File: src/rtl/mcp_pkg.sv
package mcp_pkg;
  localparam int WIN_AW  = 13;
  localparam int OFF_W   = 12;
  localparam int CID_W   = 2;
  localparam int NUM_TGT = 5;

  typedef enum logic [2:0] {
    TGT_REGS  = 3'd0,
    TGT_CPUIF = 3'd1,
    TGT_TIMER = 3'd2,
    TGT_WDOG  = 3'd3,
    TGT_DIST  = 3'd4,
    TGT_NONE  = 3'd7
  } tgt_e;
endpackage

File: src/rtl/mcp_addr_decode.sv
module mcp_addr_decode
  import mcp_pkg::*;
#(
  parameter int NUM_CORES = 2
) (
  input  logic [WIN_AW-1:0] addr,
  input  logic              we,
  input  logic [CID_W-1:0]  core_id,
  output tgt_e              tgt,
  output logic [CID_W-1:0]  tgt_core,
  output logic [OFF_W-1:0]  loc_off,
  output logic              err
);
  localparam logic [2:0] NC3       = 3'(NUM_CORES);
  localparam logic [3:0] CPUIF_LO  = 4'd1;
  localparam logic [3:0] CPUIF_HI  = 4'd5;
  localparam logic [3:0] TMR_LO    = 4'd6;
  localparam logic [3:0] TMR_HI    = 4'd10;
  localparam logic [7:0] WDOG_BASE = 8'h20;
  localparam logic [7:0] WDOG_END  = 8'h40;

  logic [3:0] page;
  logic [7:0] low;
  logic [2:0] idx;

  assign page = addr[11:8];
  assign low  = addr[7:0];

  always_comb begin
    tgt      = TGT_NONE;
    tgt_core = '0;
    loc_off  = '0;
    err      = 1'b0;
    idx      = '0;
    if (addr[12]) begin
      tgt     = TGT_DIST;
      loc_off = addr[11:0];
    end else if (page == 4'd0) begin
      unique case (low)
        8'h00, 8'h0C: begin
          tgt     = TGT_REGS;
          loc_off = OFF_W'(low);
        end
        8'h04, 8'h08: begin
          if (we) err = 1'b1;
          else begin
            tgt     = TGT_REGS;
            loc_off = OFF_W'(low);
          end
        end
        default: err = 1'b1;
      endcase
    end else if (page >= CPUIF_LO && page <= CPUIF_HI) begin
      idx = (page == CPUIF_LO) ? 3'(core_id) : 3'(page - 4'd2);
      if (idx < NC3) begin
        tgt      = TGT_CPUIF;
        tgt_core = idx[CID_W-1:0];
        loc_off  = OFF_W'(low);
      end else begin
        err = 1'b1;
      end
    end else if (page >= TMR_LO && page <= TMR_HI) begin
      idx = (page == TMR_LO) ? 3'(core_id) : 3'(page - 4'd7);
      if (idx >= NC3 || low >= WDOG_END) begin
        err = 1'b1;
      end else if (low < WDOG_BASE) begin
        tgt      = TGT_TIMER;
        tgt_core = idx[CID_W-1:0];
        loc_off  = OFF_W'(low);
      end else begin
        tgt      = TGT_WDOG;
        tgt_core = idx[CID_W-1:0];
        loc_off  = OFF_W'(low - WDOG_BASE);
      end
    end else begin
      err = 1'b1;
    end
  end
endmodule

File: src/rtl/mcp_scu_regs.sv
module mcp_scu_regs #(
  parameter int NUM_CORES = 2,
  parameter int DATA_W    = 32
) (
  input  logic              clk,
  input  logic              rst,
  input  logic              acc,
  input  logic              we,
  input  logic [7:0]        off,
  input  logic              wr_bit,
  output logic [DATA_W-1:0] rd_q
);
  localparam logic [DATA_W-1:0] CFG_VAL =
    DATA_W'((((1 << NUM_CORES) - 1) << 4) | (NUM_CORES - 1));

  logic              ctrl_q;
  logic [DATA_W-1:0] rd_mux;

  always_comb begin
    unique case (off)
      8'h00:   rd_mux = {{(DATA_W-1){1'b0}}, ctrl_q};
      8'h04:   rd_mux = CFG_VAL;
      default: rd_mux = '0;
    endcase
  end

  always_ff @(posedge clk) begin
    if (rst) begin
      ctrl_q <= 1'b0;
      rd_q   <= '0;
    end else begin
      if (acc && we && off == 8'h00) ctrl_q <= wr_bit;
      rd_q <= (acc && !we) ? rd_mux : '0;
    end
  end
endmodule

File: src/rtl/mcp_priv_decoder.sv
module mcp_priv_decoder
  import mcp_pkg::*;
#(
  parameter int NUM_CORES = 2,
  parameter int DATA_W    = 32
) (
  input  logic               clk,
  input  logic               rst,
  input  logic               req_valid,
  input  logic               req_we,
  input  logic [WIN_AW-1:0]  req_addr,
  input  logic [DATA_W-1:0]  req_wdata,
  input  logic [CID_W-1:0]   req_core,
  output logic [NUM_TGT-1:0] sel_o,
  output logic [CID_W-1:0]   tgt_core_o,
  output logic [OFF_W-1:0]   loc_off_o,
  output logic               dec_err_o,
  output logic [DATA_W-1:0]  rd_data_o
);
  tgt_e               dec_tgt;
  logic [CID_W-1:0]   dec_core;
  logic [OFF_W-1:0]   dec_off;
  logic               dec_err;
  logic [NUM_TGT-1:0] sel_d;
  logic               hit;

  mcp_addr_decode #(.NUM_CORES(NUM_CORES)) u_dec (
    .addr     (req_addr),
    .we       (req_we),
    .core_id  (req_core),
    .tgt      (dec_tgt),
    .tgt_core (dec_core),
    .loc_off  (dec_off),
    .err      (dec_err)
  );

  for (genvar t = 0; t < NUM_TGT; t++) begin : g_sel
    assign sel_d[t] = req_valid && (dec_tgt == tgt_e'(t));
  end

  assign hit = |sel_d;

  mcp_scu_regs #(.NUM_CORES(NUM_CORES), .DATA_W(DATA_W)) u_regs (
    .clk    (clk),
    .rst    (rst),
    .acc    (sel_d[TGT_REGS]),
    .we     (req_we),
    .off    (dec_off[7:0]),
    .wr_bit (req_wdata[0]),
    .rd_q   (rd_data_o)
  );

  always_ff @(posedge clk) begin
    if (rst) begin
      sel_o      <= '0;
      tgt_core_o <= '0;
      loc_off_o  <= '0;
      dec_err_o  <= 1'b0;
    end else begin
      sel_o      <= sel_d;
      tgt_core_o <= hit ? dec_core : '0;
      loc_off_o  <= hit ? dec_off : '0;
      dec_err_o  <= req_valid && dec_err;
    end
  end
endmodule

File: config.mk
export PLATFORM = sky130hd
export DESIGN_NAME = mcp_priv_decoder
export DESIGN_NICKNAME = d
export VERILOG_FILES = /design/src/rtl/mcp_pkg.sv /design/src/rtl/mcp_addr_decode.sv /design/src/rtl/mcp_scu_regs.sv /design/src/rtl/mcp_priv_decoder.sv
export SDC_FILE = /design/constraint.sdc
export NUM_CORES = 1
export LEC_CHECK = 0
export BUFFER_PORTS_ARGS = -buffer_cell sky130_fd_sc_hd__buf_2
export CAP_MARGIN = 30
export CORE_MARGIN = 5
export CORE_UTILIZATION = 46
export CTS_CLUSTER_SIZE = 28
export DETAILED_ROUTE_END_ITERATION = 10
export PLACE_DENSITY = 0.91
export SYNTH_ARGS = -nofsm -noshare
export SYNTH_HDL_FRONTEND = slang
export SYNTH_HIERARCHICAL = 1
export SYNTH_SLANG_ARGS = --single-unit
File: constraint.sdc
create_clock -name clk -period 5 [get_ports clk]
set_input_delay 1 -clock clk [delete_from_list [all_inputs] [get_ports clk]]
set_output_delay 1 -clock clk [all_outputs]
set_load 0.02 [all_outputs]
==> impl_results.md, run 1 <==
* Outcome: completed
* Diode count at 0
* HPWL reported at the end of detailed placement at ~2600 um
* Final-layout worst hold slack at 0.485 ns
* Yosys cell types at 51
* Sum Neg Setup Slack at 0 ns
* Cell area after synthesis at approximately 1600 um2
* Residual antenna-violating net count after detailed routing at 0
* Post-CTS setup buffer count at 0
* Classification of the worst-slack hold path: flip-flop to flip-flop
* Count of input and output buffers at 42
* Post-detailed-route DRC marker count at 0
* Type of the worst setup path: primary input to flip-flop
* Die Width at just under 70 um
* Max rail drop VDD at 0.0739 mV
* Cell types occupying the most area after synthesis: sky130_fd_sc_hd__dfxtp_1 29%, sky130_fd_sc_hd__buf_4 15%, sky130_fd_sc_hd__ha_1 5.5%
* Layout cells sized above 1 at 0.288
* YS warnings at 6
* Combined flip-flop and latch cell area at approximately 460 um2
* Clock buffers created by TritonCTS at 3
* Final-layout fill cell count at 338
* Required time reported for the critical path endpoint at ~5.2 ns
* Clock tree from TritonCTS: done
* Final WL at 3090 um
* Number of global-route vias before repair at 1141
* Flop and latch count out of synthesis at 23
* Routed via count divided by cell count at 4.96
* Placer Congestion at 0.882
* Critical path peak fanout at 8
* Post-CTS Hold Buffers at 0
* H-tree levels at 1
* Detailed-route wire length per cell at 11.8 um
* Number of ports placed on the die boundary at approximately 100
* Initial DRT Pass Iterations at 4
* Final-stage net count at 274
* Average cell area after synthesis at 9.06 um2
* Util after Layout at 0.514
* Iteration-0 DRC count of the detailed router at 77
* Clk slew on worst S/H paths at 0.10 ns
* Final period util at 0.746
* Antenna violations before repair at 0
* Largest net degree at the start of global routing at 17
* Number of enable-type register cells in the synthesized netlist at 0
* Setup skew after layout at 0.00000328 ns
* Starting utilization of the core area at 0.477
* Number of instances in the synthesized netlist at 177
* Max-Slew Margin vs Limit at 0.652
* Synthesis-to-layout area growth at 7.80%
* Total of max-cap violations at 0
* Total congestion overflow after global routing at 0
* Maximum achievable frequency at 0.268 GHz
* Total power at 356 uW
* Critical path launch point type: primary input
* Power per standard cell area at between 200 and 250 nW/um2
* Die Y at 69.1 um
* Final critical path time including I/O delays and setup at 3.73 ns
* Proportion of netlist area held by the largest area contributor at 0.287
* Final max-slew violation count at 0
* Sequential area share after synthesis at 0.287
* Cell type with the highest aggregate area in the netlist: sky130_fd_sc_hd__dfxtp_1
* Setup repair after global routing missed its margin: no
* Total leakage power at 0.000872 uW
* Area occupied by multi-input gates at roughly 900 um2
* Synth Flop Type: sky130_fd_sc_hd__dfxtp_1
* Global-route wire length before repair at 4990 um
* CTS sink cnt at 23
* Total Die Area at 4770 um2
* Data arrival, critical path at 3.94 ns
* Final count of hold timing violations at 0
* Skew-Pair Late Insertion Delay at 0.30 ns
* Area inside the core boundary at 3360 um2
* Slew @ Worst Pin at between 0.5 and 0.6 ns
* CTS-repair resized insts at 0
* Global Route Usage Sum at 0.120
* Clock Root Buffer: sky130_fd_sc_hd__clkbuf_4
* Maximum count of clock buffers along a single path at 2
* Detailed-route via count at between 1000 and 1500
* Final setup violation count at 0
* Count of standard-cell rows at 21
* Proportion of synthesized flip-flops having asynchronous set or reset at 0
* Crit. End Element: flip-flop
metal layers:
metal  vias up  track usage  part of all wire
li1        650            -                 -
met1       567        0.137              0.40
met2        70        0.212              0.49
met3         7       0.0349             0.097
met4         0       0.0412             0.014
met5         -            0                 0
flip-flops by register name, indices dropped and copies added (netlist names):
signal         cells
u_regs/ctrl_q      1
sel_o              5
dec_err_o          1
tgt_core_o         2
u_regs/rd_q        2
loc_off_o         12
cells in the mapped netlist, types with 2 or more instances:
| library cell | count |
|---|---|
| sky130_fd_sc_hd__nor4_2 | 2 |
| sky130_fd_sc_hd__o32ai_1 | 2 |
| sky130_fd_sc_hd__ha_1 | 7 |
| sky130_fd_sc_hd__mux2i_1 | 3 |
| sky130_fd_sc_hd__o21ai_0 | 3 |
| sky130_fd_sc_hd__buf_6 | 3 |
| sky130_fd_sc_hd__o22ai_1 | 4 |
| sky130_fd_sc_hd__and2_1 | 2 |
| sky130_fd_sc_hd__o211ai_1 | 2 |
| sky130_fd_sc_hd__nor2_1 | 4 |
| sky130_fd_sc_hd__nand4_1 | 3 |
| sky130_fd_sc_hd__nand4b_1 | 2 |
| sky130_fd_sc_hd__conb_1 | 2 |
| sky130_fd_sc_hd__buf_4 | 31 |
| sky130_fd_sc_hd__xnor2_1 | 2 |
| sky130_fd_sc_hd__dfxtp_1 | 23 |
| sky130_fd_sc_hd__nand2_1 | 5 |
| sky130_fd_sc_hd__inv_1 | 13 |
| sky130_fd_sc_hd__nor2b_1 | 3 |
| sky130_fd_sc_hd__nor4_1 | 2 |
| sky130_fd_sc_hd__and3_2 | 4 |
| sky130_fd_sc_hd__nand3_1 | 3 |
| sky130_fd_sc_hd__nand2b_1 | 5 |
| sky130_fd_sc_hd__o21ai_1 | 2 |
| sky130_fd_sc_hd__a31oi_1 | 4 |
| sky130_fd_sc_hd__nor4b_1 | 4 |
| sky130_fd_sc_hd__and3_1 | 13 |
cell type report:
class / instances / area share
Clock buffer: 3 / 0.0130
Sequential cell: 23 / 0.266
Multi-Input combinational cell: 133 / 0.535
Timing Repair Buffer: 42 / 0.122
Inverter: 13 / 0.0282
Tap cell: 46 / 0.0333
Clock inverter: 1 / 0.00289
worst max-delay path, stage by stage:
cell,delay (ns)
sky130_fd_sc_hd__buf_2,0.14
sky130_fd_sc_hd__inv_1,0.11
sky130_fd_sc_hd__ha_1,0.34
sky130_fd_sc_hd__or4b_4,0.57
sky130_fd_sc_hd__o211ai_4,0.12
sky130_fd_sc_hd__nand3_2,0.20
sky130_fd_sc_hd__a31o_1,0.36
sky130_fd_sc_hd__nor4b_1,0.37
sky130_fd_sc_hd__nor4b_4,0.30
sky130_fd_sc_hd__nand2_1,0.14
sky130_fd_sc_hd__nor4_2,0.27
final timing paths:
| kind | startpoint | end | slack, ns | depth (start not counted) |
|---|---|---|---|---|
| max | req_addr[9] | u_regs/rd_q[0] | 1.27 | 11 |
| min | u_regs/ctrl_q | u_regs/ctrl_q | 0.48 | 2 |
| max reg2reg | u_regs/ctrl_q | u_regs/rd_q[0] | 4.31 | 2 |
| min reg2reg | u_regs/ctrl_q | u_regs/ctrl_q | 0.48 | 2 |
placed cells by master, fill, tap and decap left out, types with 2 or more instances in the layout:
| cell type | n |
|---|---|
| sky130_fd_sc_hd__conb_1 | 30 |
| sky130_fd_sc_hd__o32ai_1 | 2 |
| sky130_fd_sc_hd__and2_1 | 2 |
| sky130_fd_sc_hd__ha_1 | 7 |
| sky130_fd_sc_hd__nand3_1 | 3 |
| sky130_fd_sc_hd__nor2_1 | 4 |
| sky130_fd_sc_hd__nor2b_1 | 3 |
| sky130_fd_sc_hd__xnor2_1 | 2 |
| sky130_fd_sc_hd__and3_1 | 13 |
| sky130_fd_sc_hd__o21ai_1 | 2 |
| sky130_fd_sc_hd__nor4_1 | 2 |
| sky130_fd_sc_hd__nand2b_1 | 5 |
| sky130_fd_sc_hd__nand4b_1 | 2 |
| sky130_fd_sc_hd__and3_2 | 4 |
| sky130_fd_sc_hd__o21ai_0 | 3 |
| sky130_fd_sc_hd__nor4_2 | 2 |
| sky130_fd_sc_hd__inv_1 | 13 |
| sky130_fd_sc_hd__dfxtp_1 | 23 |
| sky130_fd_sc_hd__o22ai_1 | 4 |
| sky130_fd_sc_hd__a31oi_1 | 4 |
| sky130_fd_sc_hd__mux2i_1 | 3 |
| sky130_fd_sc_hd__buf_2 | 42 |
| sky130_fd_sc_hd__o211ai_1 | 2 |
| sky130_fd_sc_hd__nand4_1 | 3 |
| sky130_fd_sc_hd__clkbuf_4 | 3 |
| sky130_fd_sc_hd__nand2_1 | 5 |
| sky130_fd_sc_hd__nor4b_1 | 4 |
through the flow:
step / setup WS [ns] / instances / cell area [um2]
3_3_place_gp: 1.24 / 257 / 1700
4_1_cts: 1.33 / 261 / 1730
5_1_grt: 1.07 / 261 / 1730
6_report: 1.27 / 261 / 1730
3_5_place_dp: 1.03 / 257 / 1700
2_1_floorplan: 1.60 / 205 / 1710
logic make-up (layout without fill, tap and decap cells):
| kind of cell | after synthesis | count (layout) | share of synthesized area |
|---|---|---|---|
| compound gates | 28 | 28 | 0.138 |
| xor+xnor | 2 | 2 | 0.0109 |
| fa+ha+maj | 7 | 7 | 0.0546 |
| buf+inv | 49 | 59 | 0.202 |
| flops | 23 | 23 | 0.287 |
| mux | 3 | 3 | 0.0187 |
| other cells | 2 | 30 | 0.00468 |
| simple gates | 63 | 63 | 0.284 |
report_power, final:
| part | internal, uW | leakage [uW] | switching, uW | total, uW |
|---|---|---|---|---|
| combinational | 27.6 | 0.000669 | 63.7 | 91.3 |
| clock | 29.9 | 0.0000177 | 49.1 | 78.9 |
| sequential | 186 | 0.000186 | 0.496 | 186 |
| total | 243 | 0.000872 | 113 | 356 |
Power figures use the tool's default switching activity.
==> run 2: changes to the inputs <==
--- a/config.mk
+++ b/config.mk
@@ -5,13 +5,14 @@
 export SDC_FILE = /design/constraint.sdc
 export NUM_CORES = 1
 export LEC_CHECK = 0
+export ABC_AREA = 1
 export BUFFER_PORTS_ARGS = -buffer_cell sky130_fd_sc_hd__buf_2
 export CAP_MARGIN = 30
 export CORE_MARGIN = 5
-export CORE_UTILIZATION = 46
+export CORE_UTILIZATION = 44
 export CTS_CLUSTER_SIZE = 28
 export DETAILED_ROUTE_END_ITERATION = 10
-export PLACE_DENSITY = 0.91
+export PLACE_DENSITY = 0.86
 export SYNTH_ARGS = -nofsm -noshare
 export SYNTH_HDL_FRONTEND = slang
 export SYNTH_HIERARCHICAL = 1
==> constraint.sdc (replaced) <==
create_clock -name clk -period 3.8 [get_ports clk]
set_input_delay 0.76 -clock clk [delete_from_list [all_inputs] [get_ports clk]]
set_output_delay 0.76 -clock clk [all_outputs]
set_load 0.02 [all_outputs]
==> run 2 against run 1 <==
Cell area is 8.5% higher. Non-clock buffer count stayed put. Critical path type unchanged. Clock skew hardly changed. Via count is 13% higher. Count of clock-buffer cells in the layout is 1 higher. Worst hold slack better by 0.00074 ns. Critical path depth is 7 higher. Utilization is 0.94 points lower. Clock power is 91% higher. Setup slack worse by 0.12 ns. Routed wire length is 3.9% higher.
==> impl_results.md, run 2 <==
* Die Width at 72.4 um (was 69.1 um)
* Number of ports placed on the die boundary at 103 (unchanged)
* Total congestion overflow after global routing at 0 (unchanged)
* YS warnings at 6 (unchanged)
* Most used cells in the layout excluding fill and tap cells: 43 x sky130_fd_sc_hd__inv_1, 42 x sky130_fd_sc_hd__buf_2, 39 x sky130_fd_sc_hd__nand2_1 (was 42 x sky130_fd_sc_hd__buf_2, 30 x sky130_fd_sc_hd__conb_1, 23 x sky130_fd_sc_hd__dfxtp_1)
* Maximum achievable frequency at 0.377 GHz
* Diode count at 0 (unchanged)
* Outcome: completed (unchanged)
* Worst r2r dst: u_regs/ctrl_q (was u_regs/rd_q[0])
* Top flop regs: loc_off_o x12, sel_o x5 (unchanged)
* Classification of the worst-slack hold path: flip-flop to flip-flop (unchanged)
* Dominant combinational cell family by area after synthesis: simple AND/OR/NAND/NOR gates (unchanged)
* Post-synthesis simple-gate area fraction at 0.344 (was 0.284)
* Final-layout fill cell count at 355 (was 338)
* Setup skew after layout at 0.0000228 ns (was 0.00000328 ns)
* Post-detailed-route DRC marker count at 0 (unchanged)
* Final period util at 0.697
* Yosys cell types at 31 (was 51)
* CTS-repair resized insts at 0 (unchanged)
* Critical path peak fanout at 6 (was 8)
* HPWL reported at the end of detailed placement at 2700 um (was 2580 um)
* Clock tree from TritonCTS: done (unchanged)
* Post-placement cell count at 330 (was 257)
* Final WL at 3210 um (was 3090 um)
* Average cell area after synthesis at 6.97 um2 (was 9.06 um2)
* Area inside the core boundary at 3720 um2 (was 3360 um2)
* Sequential area share after synthesis at 0.269 (was 0.287)
* Skew-Pair Late Insertion Delay at 0.27 ns (was 0.30 ns)
* Final max-slew violation count at 0 (unchanged)
* Total Die Area at 5240 um2 (was 4770 um2)
* Total of max-cap violations at 0 (unchanged)
* Commonest cells in the synthesized netlist: 43 x sky130_fd_sc_hd__inv_1, 39 x sky130_fd_sc_hd__nand2_1, 31 x sky130_fd_sc_hd__buf_4, 25 x sky130_fd_sc_hd__nor2_1, 23 x sky130_fd_sc_hd__dfxtp_1 (was 31 x sky130_fd_sc_hd__buf_4, 23 x sky130_fd_sc_hd__dfxtp_1, 13 x sky130_fd_sc_hd__and3_1, 13 x sky130_fd_sc_hd__inv_1, 7 x sky130_fd_sc_hd__ha_1)
* Proportion of netlist area held by the largest area contributor at 0.269 (was 0.287)
* Crit. End Element: flip-flop (unchanged)
* Placer Congestion at 0.868 (was 0.882)
* Synth Flop Type: sky130_fd_sc_hd__dfxtp_1 (unchanged)
* Post-synthesis compound-gate area fraction at 0.0759 (was 0.138)
* Reg2reg setup slack at 3.23 ns (was 4.31 ns)
* Antenna violations before repair at 0 (unchanged)
* Sum Neg Setup Slack at 0 ns (unchanged)
* Share of total power consumed by net switching at 0.328 (was 0.318)
* Global Route Usage Sum at 0.120 (about the same)
* Number of enable-type register cells in the synthesized netlist at 0 (unchanged)
* H-tree levels at 1 (unchanged)
* Clk slew on worst S/H paths at 0.07 ns (was 0.10 ns)
* Fraction of synthesized area in multiplexers at 0 (was 0.0187)
* Cell area reported after detailed placement at 1830 um2 (was 1700 um2)
* Worst R2R Start: u_regs/ctrl_q (unchanged)
* Number of global-route vias before repair at 1248 (was 1141)
* Count of input and output buffers at 42 (unchanged)
* Global-route wire length before repair at 5040 um (was 4990 um)
* Area occupied by multi-input gates at 920 um2 (was 925 um2)
* Min-delay src: u_regs/ctrl_q (unchanged)
* Worst Slack Setup Final at 1.15 ns (was 1.27 ns)
* Most Used Layer, Global Route: met2 (unchanged)
* Clock buffers created by TritonCTS at 3 (unchanged)
* Part of the power in registers at 0.463 (was 0.522)
* Type of the worst setup path: primary input to flip-flop (unchanged)
* Required time reported for the critical path endpoint at 4.02 ns (was 5.21 ns)
* CTS sink cnt at 23 (unchanged)
* Power per standard cell area at 282 nW/um2 (was 206 nW/um2)
* Final setup violation count at 0 (unchanged)
* Number of instances in the synthesized netlist at 246 (was 177)
* Final Instance Count excl. Fillers at 334 (was 261)
* Detailed-route wire length per cell at 9.60 um (was 11.8 um)
* Final count of hold timing violations at 0 (unchanged)
* Final-stage net count at 345 (was 274)
* Clock Root Buffer: sky130_fd_sc_hd__clkbuf_8 (was sky130_fd_sc_hd__clkbuf_4)
* Maximum count of clock buffers along a single path at 2 (unchanged)
* GR met2 Demand/Resource at 0.206 (was 0.212)
* Combined flip-flop and latch cell area at 460 um2 (unchanged)
* Critical path launch point type: primary input (unchanged)
* Setup repair after global routing missed its margin: no (unchanged)
* Post-CTS setup buffer count at 0 (unchanged)
* Cell count of the worst reg-to-reg path at 2 (unchanged)
* Largest net degree at the start of global routing at 15 (was 17)
* Die Y at 72.4 um (was 69.1 um)
* Final critical path time including I/O delays and setup at 2.65 ns
* Most numerous cell in the Yosys netlist: sky130_fd_sc_hd__inv_1 (was sky130_fd_sc_hd__buf_4)
* Iteration-0 DRC count of the detailed router at 94 (was 77)
* XOR/XNOR Fraction of Synth Area at 0 (was 0.0109)
* Register name with the most flops: loc_off_o (unchanged)
* Global-route met1 utilization at 0.139 (was 0.137)
* Proportion of synthesized flip-flops having asynchronous set or reset at 0 (unchanged)
* Final instance area at 1880 um2 (was 1730 um2)
* Met3 Use GR at 0.0277 (was 0.0349)
* Cell type with the highest aggregate area in the netlist: sky130_fd_sc_hd__dfxtp_1 (unchanged)
* End point of the most critical hold path: u_regs/rd_q[0] (was u_regs/ctrl_q)
* Max rail drop VDD at 0.102 mV (was 0.0739 mV)
* Post-Place Worst Slack at 0.890 ns (was 1.03 ns)
* Data arrival, critical path at 2.87 ns (was 3.94 ns)
* Synthesis-to-layout area growth at 9.42% (was 7.80%)
* Post-CTS Hold Buffers at 0 (unchanged)
* Most common library cell in the layout ignoring fill and taps: sky130_fd_sc_hd__inv_1 (was sky130_fd_sc_hd__buf_2)
* Total power at 529 uW (was 356 uW)
* Layout cells sized above 1 at 0.294 (was 0.288)
* Residual antenna-violating net count after detailed routing at 0 (unchanged)
* Clock network fraction of design power at 0.286 (was 0.221)
* Starting utilization of the core area at 0.461 (was 0.477)
* Flop and latch count out of synthesis at 23 (unchanged)
* Detailed-route via count at 1461 (was 1294)
* Synth Area in Adders at 0.0511 (was 0.0546)
* Max reg flops at 12 (unchanged)
* Min-Delay Path Depth at 2 (unchanged)
* Count of standard-cell rows at 22 (was 21)
* Net Sw Power at 174 uW (was 113 uW)
* Routed via count divided by cell count at 4.37 (was 4.96)
* Total internal power at 355 uW (was 243 uW)
* Cell types occupying the most area after synthesis: sky130_fd_sc_hd__dfxtp_1 27%, sky130_fd_sc_hd__buf_4 14%, sky130_fd_sc_hd__inv_1 9.4% (was sky130_fd_sc_hd__dfxtp_1 29%, sky130_fd_sc_hd__buf_4 15%, sky130_fd_sc_hd__ha_1 5.5%)
* Cell area after synthesis at 1710 um2 (was 1600 um2)
* Part of the power in combinational logic at 0.251 (was 0.256)
* Total leakage power at 0.00108 uW (was 0.000872 uW)
* Initial DRT Pass Iterations at 4 (unchanged)
## run 2: changes by cell type after synthesis, sizes merged, moves of 4 or more
cell / change
a31oi: -5
nor4b: -6
o21ai: +6
nand3: +11
o22ai: -4
nor2b: -4
inv: +35
and3: -16
nand2: +41
nor2: +40
nand2b: -5
nor4: -4
## run 2: worst max-delay path, stage by stage
cell                      delay [ns]
sky130_fd_sc_hd__buf_2          0.13
sky130_fd_sc_hd__inv_1          0.17
sky130_fd_sc_hd__ha_1           0.20
sky130_fd_sc_hd__nand2_1        0.05
sky130_fd_sc_hd__nand2_1        0.06
sky130_fd_sc_hd__nor2_1         0.05
sky130_fd_sc_hd__nor2_4         0.14
sky130_fd_sc_hd__inv_2          0.06
sky130_fd_sc_hd__nor2_4         0.13
sky130_fd_sc_hd__nand2_2        0.10
sky130_fd_sc_hd__and3_1         0.21
sky130_fd_sc_hd__inv_1          0.10
sky130_fd_sc_hd__nand2_1        0.08
sky130_fd_sc_hd__nor3_1         0.21
sky130_fd_sc_hd__nand2_1        0.09
sky130_fd_sc_hd__nor2_1         0.15
sky130_fd_sc_hd__nand3_1        0.11
sky130_fd_sc_hd__nand2_1        0.06
## run 2: kinds of logic after synthesis
kind of cell             Yosys count
AND/OR/NAND/NOR                  113
buffers and inverters             82
flip-flops                        23
AO/OA/AOI/OAI                     19
adder cells (fa/ha/maj)            7
other                              2
## run 2: how the worst max path moves through the flow
stage | startpoint | to | slack, ns | cells past startpoint
final | req_addr[9] | u_regs/rd_q[0] | 1.15 | 18
after floorplan | req_addr[9] | u_regs/ctrl_q | 1.30 | 18
after global placement | req_addr[9] | u_regs/rd_q[0] | 0.94 | 18
after global routing | req_addr[9] | u_regs/rd_q[4] | 0.79 | 18
after CTS | req_addr[8] | u_regs/rd_q[0] | 1.14 | 18
after detailed placement | req_addr[8] | u_regs/rd_q[0] | 0.89 | 18
## run 2: stage by stage
stage / utilization / hold WS, ns
after detailed placement: 0.493 / 0.476
after global routing: 0.505 / 0.502
final: 0.505 / 0.486
after floorplan: - / 0.458
after CTS: 0.505 / 0.486
after global placement: 0.493 / 0.473
## run 2: power groups by stage
stage	clock, uW	combinational [uW]	sequential, uW
after detailed placement	0	131	250
after global routing	164	148	245
after CTS	156	132	245
after floorplan	0	123	255
final	151	133	245
after global placement	0	129	250
## run 2: layout make-up
class                   count  share of cell area
well taps                  48              0.0320
clock buffers               4              0.0240
inverters                  48              0.0961
flip-flops and latches     23               0.245
repair buffers             42               0.112
multi-input cells         169               0.490
## run 2: routing by layer
layer	part of all wire	wire length [um]	vias up
met3	0.12	380	5
li1	-	-	760
met5	0	0	-
met4	0.018	59	0
met1	0.40	1270	630
met2	0.47	1500	66
==> run 3: changes to the inputs <==
==> constraint.sdc (replaced) <==
create_clock -name clk -period 2.75 [get_ports clk]
set_input_delay 0.55 -clock clk [delete_from_list [all_inputs] [get_ports clk]]
set_output_delay 0.55 -clock clk [all_outputs]
set_load 0.02 [all_outputs]
==> run 3 against run 2 <==
Routed wire length up 0.12%. Final cell count did not move. Via count increased by 0.27%. Utilization increased by 0.13 points. Clock skew is essentially flat. Sequential cell count stayed put. Critical path depth is the same. Sequential share of layout area decreased by 0.065 points. Register-to-register slack got worse by 1.0 ns. Sequential power up 38%. Total power grew 38%. Highest routed layer unchanged.
==> impl_results.md, run 3 (synthesized netlist as in run 2, its figures left out) <==
* Global Route Usage Sum at 0.120 (unchanged)
* Synthesis-to-layout area growth at 9.71% (was 9.42%)
* Die Y at 72.4 um (unchanged)
* Detailed-route wire length per cell at 9.62 um (was 9.60 um)
* Routed via count divided by cell count at 4.39 (was 4.37)
* Total Die Area at 5240 um2 (unchanged)
* Final setup violation count at 0 (unchanged)
* Most used cells in the layout excluding fill and tap cells: 43 x sky130_fd_sc_hd__inv_1, 42 x sky130_fd_sc_hd__buf_2, 39 x sky130_fd_sc_hd__nand2_1 (unchanged)
* Maximum achievable frequency at between 0.4 and 0.5 GHz
* Total leakage power at 0.00108 uW (about the same)
* HPWL reported at the end of detailed placement at 2700 um (unchanged)
* Most common library cell in the layout ignoring fill and taps: sky130_fd_sc_hd__inv_1 (unchanged)
* Diode count at 0 (unchanged)
* Max rail drop VDD at 0.140 mV (was 0.102 mV)
* Number of ports placed on the die boundary at 103 (unchanged)
* Type of the worst setup path: primary input to flip-flop (unchanged)
* Power per standard cell area at 389 nW/um2 (was 282 nW/um2)
* Top flop regs: loc_off_o x12, sel_o x5 (unchanged)
* Number of global-route vias before repair at 1248 (unchanged)
* Layout cells sized above 1 at 0.297 (was 0.294)
* Classification of the worst-slack hold path: flip-flop to flip-flop (unchanged)
* Clk slew on worst S/H paths at 0.08 ns (was 0.07 ns)
* Combined flip-flop and latch cell area at 460 um2 (unchanged)
* Final critical path time including I/O delays and setup at around 2.4 ns
* Global-route wire length before repair at 5040 um (unchanged)
* Sum Neg Setup Slack at 0 ns (unchanged)
* Max reg flops at 12 (unchanged)
* Setup skew after layout at 0.0000228 ns (about the same)
* Iteration-0 DRC count of the detailed router at 96 (was 94)
* Skew-Pair Late Insertion Delay at 0.27 ns (about the same)
* Clock Root Buffer: sky130_fd_sc_hd__clkbuf_8 (unchanged)
* Final period util at 0.860
* Count of input and output buffers at 42 (unchanged)
* Residual antenna-violating net count after detailed routing at 0 (unchanged)
* Placer Congestion at 0.868 (unchanged)
* Final-layout fill cell count at 354 (was 355)
* Register name with the most flops: loc_off_o (unchanged)
* Total of max-cap violations at 0 (unchanged)
* Initial DRT Pass Iterations at 6 (was 4)
* Area occupied by multi-input gates at 925 um2 (was 920 um2)
* Final count of hold timing violations at 0 (unchanged)
* Crit. End Element: flip-flop (unchanged)
* Count of standard-cell rows at 22 (unchanged)
* Clock buffers created by TritonCTS at 3 (unchanged)
* Area inside the core boundary at 3720 um2 (unchanged)
* Post-detailed-route DRC marker count at 0 (unchanged)
* Required time reported for the critical path endpoint at 2.97 ns (was 4.02 ns)
* Starting utilization of the core area at 0.461 (unchanged)
* Critical path peak fanout at 6 (unchanged)
* Final max-slew violation count at 0 (unchanged)
* Die Width at 72.4 um (unchanged)
* Largest net degree at the start of global routing at 15 (unchanged)
* Final-stage net count at 345 (unchanged)
* Maximum count of clock buffers along a single path at 2 (unchanged)
* Data arrival, critical path at 2.58 ns (was 2.87 ns)
* Setup repair after global routing missed its margin: no (unchanged)
* Outcome: completed (unchanged)
* Post-CTS Hold Buffers at 0 (unchanged)
* H-tree levels at 1 (unchanged)
* CTS sink cnt at 23 (unchanged)
* Antenna violations before repair at 0 (unchanged)
* Total congestion overflow after global routing at 0 (unchanged)
* Detailed-route via count at 1465 (was 1461)
* Clock tree from TritonCTS: done (unchanged)
* Final WL at 3210 um (about the same)
* Post-Place Worst Slack at 0.0496 ns (was 0.890 ns)
* Worst Slack Setup Final at 0.384 ns (was 1.15 ns)
* Critical path launch point type: primary input (unchanged)
## run 3: changes by cell type in the layout (fill, tap and decap cells not counted)
cell,before,now
sky130_fd_sc_hd__nor3_1,2,1
sky130_fd_sc_hd__nor3_2,0,1
## run 3: timing repair
action | CTS | global route
endpoints found under the setup margin | 0 | 2
endpoints found under the hold margin | 0 | 0
buffers inserted | 0 | 0
resized for setup | 0 | 1
## run 3: per-layer routing
metal  part of all wire  wire (um)  GRT usage
met1               0.39       1270      0.139
met2               0.46       1490      0.206
met3               0.12        393     0.0277
met4              0.018         59     0.0615
met5                  0          0          0
## run 3: layout make-up
| class | count | share of cell area |
|---|---|---|
| multi-input combinational | 169 | 0.492 |
| sequential | 23 | 0.245 |
| timing repair buffer | 42 | 0.112 |
| inverter | 48 | 0.0958 |
| tap | 48 | 0.0319 |
| clock buffer | 4 | 0.0240 |
## run 3: worst paths after layout
path / startpoint / endpoint / slack (ns) / cells past startpoint
setup reg to reg: u_regs/ctrl_q / u_regs/ctrl_q / 2.18 / 2
hold reg to reg: u_regs/ctrl_q / u_regs/rd_q[0] / 0.49 / 2
hold / removal: u_regs/ctrl_q / u_regs/rd_q[0] / 0.49 / 2
setup / recovery: req_addr[9] / u_regs/rd_q[0] / 0.38 / 18
## run 3: power breakdown
part           switching [uW]  internal (uW)
clock                     106            104
sequential              0.910            337
combinational             134           50.1
## run 3: worst max-delay path, cell delays in order
cell                      delay [ns]
sky130_fd_sc_hd__buf_2          0.13
sky130_fd_sc_hd__inv_1          0.17
sky130_fd_sc_hd__ha_1           0.20
sky130_fd_sc_hd__nand2_1        0.05
sky130_fd_sc_hd__nand2_1        0.06
sky130_fd_sc_hd__nor2_1         0.05
sky130_fd_sc_hd__nor2_4         0.14
sky130_fd_sc_hd__inv_2          0.06
sky130_fd_sc_hd__nor2_4         0.13
sky130_fd_sc_hd__nand2_2        0.10
sky130_fd_sc_hd__and3_1         0.21
sky130_fd_sc_hd__inv_1          0.10
sky130_fd_sc_hd__nand2_1        0.09
sky130_fd_sc_hd__nor3_2         0.14
sky130_fd_sc_hd__nand2_1        0.08
sky130_fd_sc_hd__nor2_1         0.14
sky130_fd_sc_hd__nand3_1        0.11
sky130_fd_sc_hd__nand2_1        0.06
## run 3: stage by stage
step	total power, uW	std cells	cell area [um2]	hold WS (ns)	utilization
floorplan	522	274	1820	0.458	-
global placement	524	330	1830	0.473	0.493
detailed placement	528	330	1830	0.476	0.493
CTS	737	334	1880	0.484	0.505
global route	770	334	1880	0.489	0.506
finish	731	334	1880	0.486	0.506
